## src/rtl/pd_pkg.sv

```systemverilog
package pd_pkg;

    typedef enum logic [1:0] {
        PD_IDLE     = 2'd0,
        PD_LEAD     = 2'd1,
        PD_LAG      = 2'd2,
        PD_BACKLASH = 2'd3
    } pfd_state_t;

    typedef enum logic {
        LK_SEARCH = 1'b0,
        LK_LOCKED = 1'b1
    } lock_state_t;

    function automatic int ticks_ceil(input int span_ps, input int period_ps);
        return (span_ps + period_ps - 1) / period_ps;
    endfunction

endpackage

```

## src/rtl/pd_edge_detect.sv

```systemverilog
module pd_edge_detect #(
    parameter int LANES = 2
) (
    input  logic             clk,
    input  logic             rst_n,
    input  logic [LANES-1:0] level,
    output logic [LANES-1:0] rise
);
    logic [LANES-1:0] level_q;

    for (genvar g = 0; g < LANES; g++) begin : g_lane
        always_ff @(posedge clk) begin
            if (!rst_n) level_q[g] <= 1'b0;
            else        level_q[g] <= level[g];
        end
        assign rise[g] = level[g] & ~level_q[g];
    end
endmodule

```

## src/rtl/pd_pfd_core.sv

```systemverilog
module pd_pfd_core
    import pd_pkg::*;
#(
    parameter int CNT_W     = 8,
    parameter int ABL_TICKS = 3
) (
    input  logic             clk,
    input  logic             rst_n,
    input  logic             ref_rise,
    input  logic             fb_rise,
    output logic             up,
    output logic             dn,
    output logic             meas_valid,
    output logic [CNT_W-1:0] meas_err
);
    localparam int ABL_W = (ABL_TICKS > 1) ? $clog2(ABL_TICKS) : 1;
    localparam logic [ABL_W-1:0] ABL_LAST = ABL_W'(ABL_TICKS - 1);
    localparam logic [CNT_W-1:0] CNT_SAT  = {CNT_W{1'b1}};
    localparam logic [CNT_W-1:0] CNT_ONE  = CNT_W'(1);

    pfd_state_t       state, state_nx;
    logic [CNT_W-1:0] gap_cnt, gap_cnt_nx;
    logic [ABL_W-1:0] abl_cnt, abl_cnt_nx;
    logic             mv_nx;
    logic [CNT_W-1:0] me_nx;
    logic [CNT_W-1:0] gap_inc;

    assign gap_inc = (gap_cnt == CNT_SAT) ? gap_cnt : gap_cnt + CNT_ONE;

    always_comb begin
        state_nx   = state;
        gap_cnt_nx = gap_cnt;
        abl_cnt_nx = abl_cnt;
        mv_nx      = 1'b0;
        me_nx      = '0;
        unique case (state)
            PD_IDLE: begin
                abl_cnt_nx = '0;
                if (ref_rise && fb_rise) begin
                    state_nx = PD_BACKLASH;
                    mv_nx    = 1'b1;
                    me_nx    = '0;
                end else if (ref_rise) begin
                    state_nx   = PD_LEAD;
                    gap_cnt_nx = CNT_ONE;
                end else if (fb_rise) begin
                    state_nx   = PD_LAG;
                    gap_cnt_nx = CNT_ONE;
                end
            end
            PD_LEAD: begin
                if (fb_rise) begin
                    state_nx   = PD_BACKLASH;
                    abl_cnt_nx = '0;
                    mv_nx      = 1'b1;
                    me_nx      = gap_cnt;
                end else begin
                    gap_cnt_nx = gap_inc;
                end
            end
            PD_LAG: begin
                if (ref_rise) begin
                    state_nx   = PD_BACKLASH;
                    abl_cnt_nx = '0;
                    mv_nx      = 1'b1;
                    me_nx      = gap_cnt;
                end else begin
                    gap_cnt_nx = gap_inc;
                end
            end
            PD_BACKLASH: begin
                if (abl_cnt == ABL_LAST) begin
                    state_nx   = PD_IDLE;
                    abl_cnt_nx = '0;
                end else begin
                    abl_cnt_nx = abl_cnt + 1'b1;
                end
            end
            default: state_nx = PD_IDLE;
        endcase
    end

    always_ff @(posedge clk) begin
        if (!rst_n) begin
            state      <= PD_IDLE;
            gap_cnt    <= '0;
            abl_cnt    <= '0;
            meas_valid <= 1'b0;
            meas_err   <= '0;
        end else begin
            state      <= state_nx;
            gap_cnt    <= gap_cnt_nx;
            abl_cnt    <= abl_cnt_nx;
            meas_valid <= mv_nx;
            meas_err   <= me_nx;
        end
    end

    always_comb begin
        up = 1'b0;
        dn = 1'b0;
        unique case (state)
            PD_IDLE:     begin up = 1'b0; dn = 1'b0; end
            PD_LEAD:     begin up = 1'b1; dn = 1'b0; end
            PD_LAG:      begin up = 1'b0; dn = 1'b1; end
            PD_BACKLASH: begin up = 1'b1; dn = 1'b1; end
            default:     begin up = 1'b0; dn = 1'b0; end
        endcase
    end
endmodule

```

## src/rtl/pd_lock_detect.sv

```systemverilog
module pd_lock_detect
    import pd_pkg::*;
#(
    parameter int CNT_W        = 8,
    parameter int LOCK_TICKS   = 15,
    parameter int UNLOCK_TICKS = 25,
    parameter int LOCK_CYCLES  = 3
) (
    input  logic             clk,
    input  logic             rst_n,
    input  logic             meas_valid,
    input  logic [CNT_W-1:0] meas_err,
    output logic             locked
);
    localparam int RUN_W = $clog2(LOCK_CYCLES + 1);
    localparam logic [CNT_W-1:0] GOOD_TH = CNT_W'(LOCK_TICKS);
    localparam logic [CNT_W-1:0] BAD_TH  = CNT_W'(UNLOCK_TICKS);
    localparam logic [RUN_W-1:0] RUN_END = RUN_W'(LOCK_CYCLES - 1);

    lock_state_t      state, state_nx;
    logic [RUN_W-1:0] run, run_nx;
    logic             is_good, is_bad;

    assign is_good = meas_err < GOOD_TH;
    assign is_bad  = meas_err > BAD_TH;

    always_comb begin
        state_nx = state;
        run_nx   = run;
        unique case (state)
            LK_SEARCH: begin
                if (meas_valid) begin
                    if (!is_good) begin
                        run_nx = '0;
                    end else if (run == RUN_END) begin
                        state_nx = LK_LOCKED;
                        run_nx   = '0;
                    end else begin
                        run_nx = run + 1'b1;
                    end
                end
            end
            LK_LOCKED: begin
                if (meas_valid && is_bad) begin
                    state_nx = LK_SEARCH;
                    run_nx   = '0;
                end
            end
            default: state_nx = LK_SEARCH;
        endcase
    end

    always_ff @(posedge clk) begin
        if (!rst_n) begin
            state <= LK_SEARCH;
            run   <= '0;
        end else begin
            state <= state_nx;
            run   <= run_nx;
        end
    end

    always_comb begin
        unique case (state)
            LK_LOCKED: locked = 1'b1;
            default:   locked = 1'b0;
        endcase
    end
endmodule

```

## src/rtl/pd_lockdet_top.sv

```systemverilog
module pd_lockdet_top
    import pd_pkg::*;
#(
    parameter int SAMPLE_PS   = 1000,
    parameter int ABL_PS      = 3000,
    parameter int LOCK_NS     = 15,
    parameter int UNLOCK_NS   = 25,
    parameter int LOCK_CYCLES = 3,
    parameter int ERR_MAX     = 255
) (
    input  logic clk,
    input  logic rst_n,
    input  logic ref_in,
    input  logic fb_in,
    output logic up,
    output logic dn,
    output logic locked
);
    localparam int CNT_W        = $clog2(ERR_MAX + 1);
    localparam int ABL_TICKS    = ticks_ceil(ABL_PS, SAMPLE_PS);
    localparam int LOCK_TICKS   = LOCK_NS * 1000 / SAMPLE_PS;
    localparam int UNLOCK_TICKS = UNLOCK_NS * 1000 / SAMPLE_PS;

    logic [1:0]       rise;
    logic             meas_valid;
    logic [CNT_W-1:0] meas_err;

    pd_edge_detect #(.LANES(2)) u_edge (
        .clk   (clk),
        .rst_n (rst_n),
        .level ({fb_in, ref_in}),
        .rise  (rise)
    );

    pd_pfd_core #(.CNT_W(CNT_W), .ABL_TICKS(ABL_TICKS)) u_pfd (
        .clk        (clk),
        .rst_n      (rst_n),
        .ref_rise   (rise[0]),
        .fb_rise    (rise[1]),
        .up         (up),
        .dn         (dn),
        .meas_valid (meas_valid),
        .meas_err   (meas_err)
    );

    pd_lock_detect #(
        .CNT_W        (CNT_W),
        .LOCK_TICKS   (LOCK_TICKS),
        .UNLOCK_TICKS (UNLOCK_TICKS),
        .LOCK_CYCLES  (LOCK_CYCLES)
    ) u_lock (
        .clk        (clk),
        .rst_n      (rst_n),
        .meas_valid (meas_valid),
        .meas_err   (meas_err),
        .locked     (locked)
    );
endmodule

```

## config.mk

```make
export PLATFORM = sky130hd
export DESIGN_NAME = pd_lockdet_top
export DESIGN_NICKNAME = d
export VERILOG_FILES = /design/src/rtl/pd_pkg.sv /design/src/rtl/pd_edge_detect.sv /design/src/rtl/pd_pfd_core.sv /design/src/rtl/pd_lock_detect.sv /design/src/rtl/pd_lockdet_top.sv
export SDC_FILE = /design/constraint.sdc
export NUM_CORES = 1
export LEC_CHECK = 0
export CAP_MARGIN = 20
export CORE_AREA = 2 2 60 62
export DETAILED_ROUTE_END_ITERATION = 10
export DIE_AREA = 0 0 62 64
export GPL_TIMING_DRIVEN = 0
export PLACE_DENSITY = 0.55
export SLEW_MARGIN = 20
export SYNTH_ARGS = -nofsm -noshare
export SYNTH_HDL_FRONTEND = slang
export SYNTH_SLANG_ARGS = --single-unit
```

## constraint.sdc

```tcl
create_clock -name clk -period 2.2 [get_ports clk]
set_input_delay 0.22 -clock clk [delete_from_list [all_inputs] [get_ports clk]]
set_output_delay 0.22 -clock clk [all_outputs]
set_load 0.01 [all_outputs]
```

==> metrics.cfg, run 1 <==
[logic_synthesis]
ys_types = 39
synth-adder-area-share_pct = 5.89
synth.area.mux_share_pct = 0
ys_seq_area_share_pct = 40.9
synthFlopType = dfxtp_1
ys_async_sr_fraction_pct = 0
mappedNetlistArea_mm2 = 0.00127
ys_seq_elements = 26
synth_compound_area_share_pct = 21.5
avgSynthCellArea_um2 = 8.85
synth_simple_gate_area_share_pct = 29.4
yosysWarnings = 0
synth_edf_count = 0
netlist_instances = 144
synth_fp_nets = 154
synth_top_family_by_area = simple AND/OR/NAND/NOR gates
synth_xor_area_share_pct = 0

[floorplan]
core_mm2 = 0.00328
dieArea_mm2 = 0.00397
boundaryPins = 7
rows = 21
die_h_um = 64
start_util_pct = 38.8
die_w_um = 62

[worst_hold_path]
min_path_type = reg2reg

[setup_path]
worstPathMaxFanout = 6
crit_path_max_incr_delay_ns = 0.48
cp.required_ns = 1.98
critPathKind = reg2out
critPathSlowestCell = clkdlybuf4s50_1
arrival_ns = 1.82
start_kind = flip-flop
cp-end-kind = primary output
path_cells = inv_1 > ha_1 > or2_2 > clkdlybuf4s50_1

[clocking]
cts_buffers = 3
cts_tree = yes
clk_latency_ns = 0.30
h-tree-depth = 1
clock_sinks = 26
post_cts_buffers = 0
path_clk_slew_ns = 0.13
root_buffer = clkbuf_4
cts.path.max_buffers = 2
cts_resized = 0
cts_hold_buf = 0

[sta]
final.setup_skew_ns = 0.000850
max-slew-margin-rel_pct = 66.3
fin_crit_ns = 2.04
fin_crit_sh_pct = 92.9
fmax_ghz = 0.489
hold_viol = 0
slew_violations = 0
finalSetupViolCount = 0
worst_pin_slew_ns = 0.505
rsz0062_at_grt = no
tns_ns = 0
whs_ns = 0.504

[global_routing]
grt_max_degree = 14
use_met1_pct = 18.5
grt_pass1_wl_um = 4110
grt_use_met2_pct = 21.5
grtUsageTotal_pct = 13.6
grt-ovfl-total = 0
grtUsageMet3_pct = 1.82
antenna_found_initial = 0
grt_busiest_layer = met2
grt_pass1_vias = 939

[final_layout]
layout_commonest_cell = dfxtp_1
nNetsFinal = 165
mostFrequentLayoutCells = 26 x dfxtp_1, 15 x nand2_1, 11 x and2_1
area_growth_pct = 11.0
n_antenna_cell = 0
drive_above_1_share_pct = 5.88

[detailed_routing]
vias_per_cell = 5.24
routedWlPerCell_um = 12.4
wirelength_um = 2480
drcViolationCount = 0
ant_nets = 0
vias = 1042
drt-initial-drc-count = 35
dr.pass1.iters = 4

[power_and_ir_drop]
p_leak_nw = 0.542
pwr_density_cell_mw_per_mm2 = 899
ir_worst_vdd_uv = 358

[placement]
place_congestion = 0.868
post-dp-hpwl_um = 1900
port_buffers = 6

[run_status]
outcome = finished, final reports clean

[run]
maxCapViolCount = 0

cell families after synthesis:
logic type	after synthesis
simple gates	66
compound gates	38
flops	26
buf+inv	8
fa+ha+maj	6
critical path: cells and delay by family, from the launching register on:
kind | cells | cell delay [ns]
buffers and inverters | 2 | 0.58
adder cells (fa/ha/maj) | 1 | 0.28
flip-flops | 1 | 0.38
AND/OR/NAND/NOR | 1 | 0.29
cell usage after synthesis (3+ instances only):
cell / instances / area [um^2]
dfxtp_1: 26 / 521
nand2_1: 15 / 56.3
and2_1: 11 / 68.8
a21oi_1: 7 / 35.0
nor2_1: 7 / 26.3
ha_1: 6 / 75.1
nand3_1: 6 / 30.0
o21ai_0: 6 / 30.0
inv_1: 5 / 18.8
nand2b_1: 4 / 25.0
nor2b_1: 4 / 25.0
a21boi_0: 3 / 22.5
a31oi_1: 3 / 18.8
and3b_1: 3 / 26.3
clkbuf_1: 3 / 11.3
nand4_1: 3 / 18.8
o22ai_1: 3 / 18.8
worst paths after layout:
kind | startpoint | to | slack (ns) | cells after the start
max reg2reg | u_pfd.state[1] | u_pfd.gap_cnt[1] | 0.22 | 7
min | u_lock.run[1] | u_lock.run[1] | 0.50 | 2
max | u_pfd.state[0] | dn | 0.16 | 4
min reg2reg | u_lock.run[1] | u_lock.run[1] | 0.50 | 2
metrics by stage:
stage | power [mW] | utilization, % | setup slack, ns | instance area (um^2) | cells
6_report | 1.27 | 43.0 | 0.157 | 1410 | 199
5_1_grt | 1.38 | 43.0 | 0.0360 | 1410 | 199
4_1_cts | 1.29 | 43.0 | 0.128 | 1410 | 199
3_5_place_dp | 1.09 | 42.4 | 0.175 | 1390 | 196
3_3_place_gp | 1.07 | 42.4 | 0.174 | 1390 | 196
2_1_floorplan | 0.950 | - | 0.440 | 1270 | 144
power breakdown:
part           switching [mW]  total [mW]  leakage, nW  internal (mW)
Combinational           0.297       0.529        0.317          0.232
Clock                   0.128       0.192       0.0138         0.0639
Sequential             0.0398       0.551        0.211          0.511
Total                   0.464        1.27        0.542          0.807
final cells by class:
class                   instances  area [um^2]
plain buffers                   3         11.3
clock buffers                   3         22.5
fillers                       337         1870
inverters                       5         18.8
multi-input cells             110          723
flip-flops and latches         26          520
well taps                      46         57.6
repair buffers                  6         60.1
metal layers:
| metal | up-vias | wire (um) |
|---|---|---|
| met4 | 0 | 23 |
| li1 | 539 | - |
| met5 | - | 0 |
| met1 | 488 | 1210 |
| met3 | 2 | 63 |
| met2 | 13 | 1190 |
sequential cells by signal, summed over array words and instances (netlist names):
signal,flops
u_pfd.gap_cnt,8
u_pfd.meas_err,8
u_edge.level_q,2
u_lock.run,2
u_pfd.abl_cnt,2
u_pfd.state,2
u_lock.state,1
u_pfd.meas_valid,1
Power figures use the tool's default switching activity.
==> run 2, diff against run 1 <==
CTS_BUF_LIST = sky130_fd_sc_hd__clkbuf_4   (was not set)
==> results of run 2 <==
Final layout, timing and power as in run 1 (identical DEF).
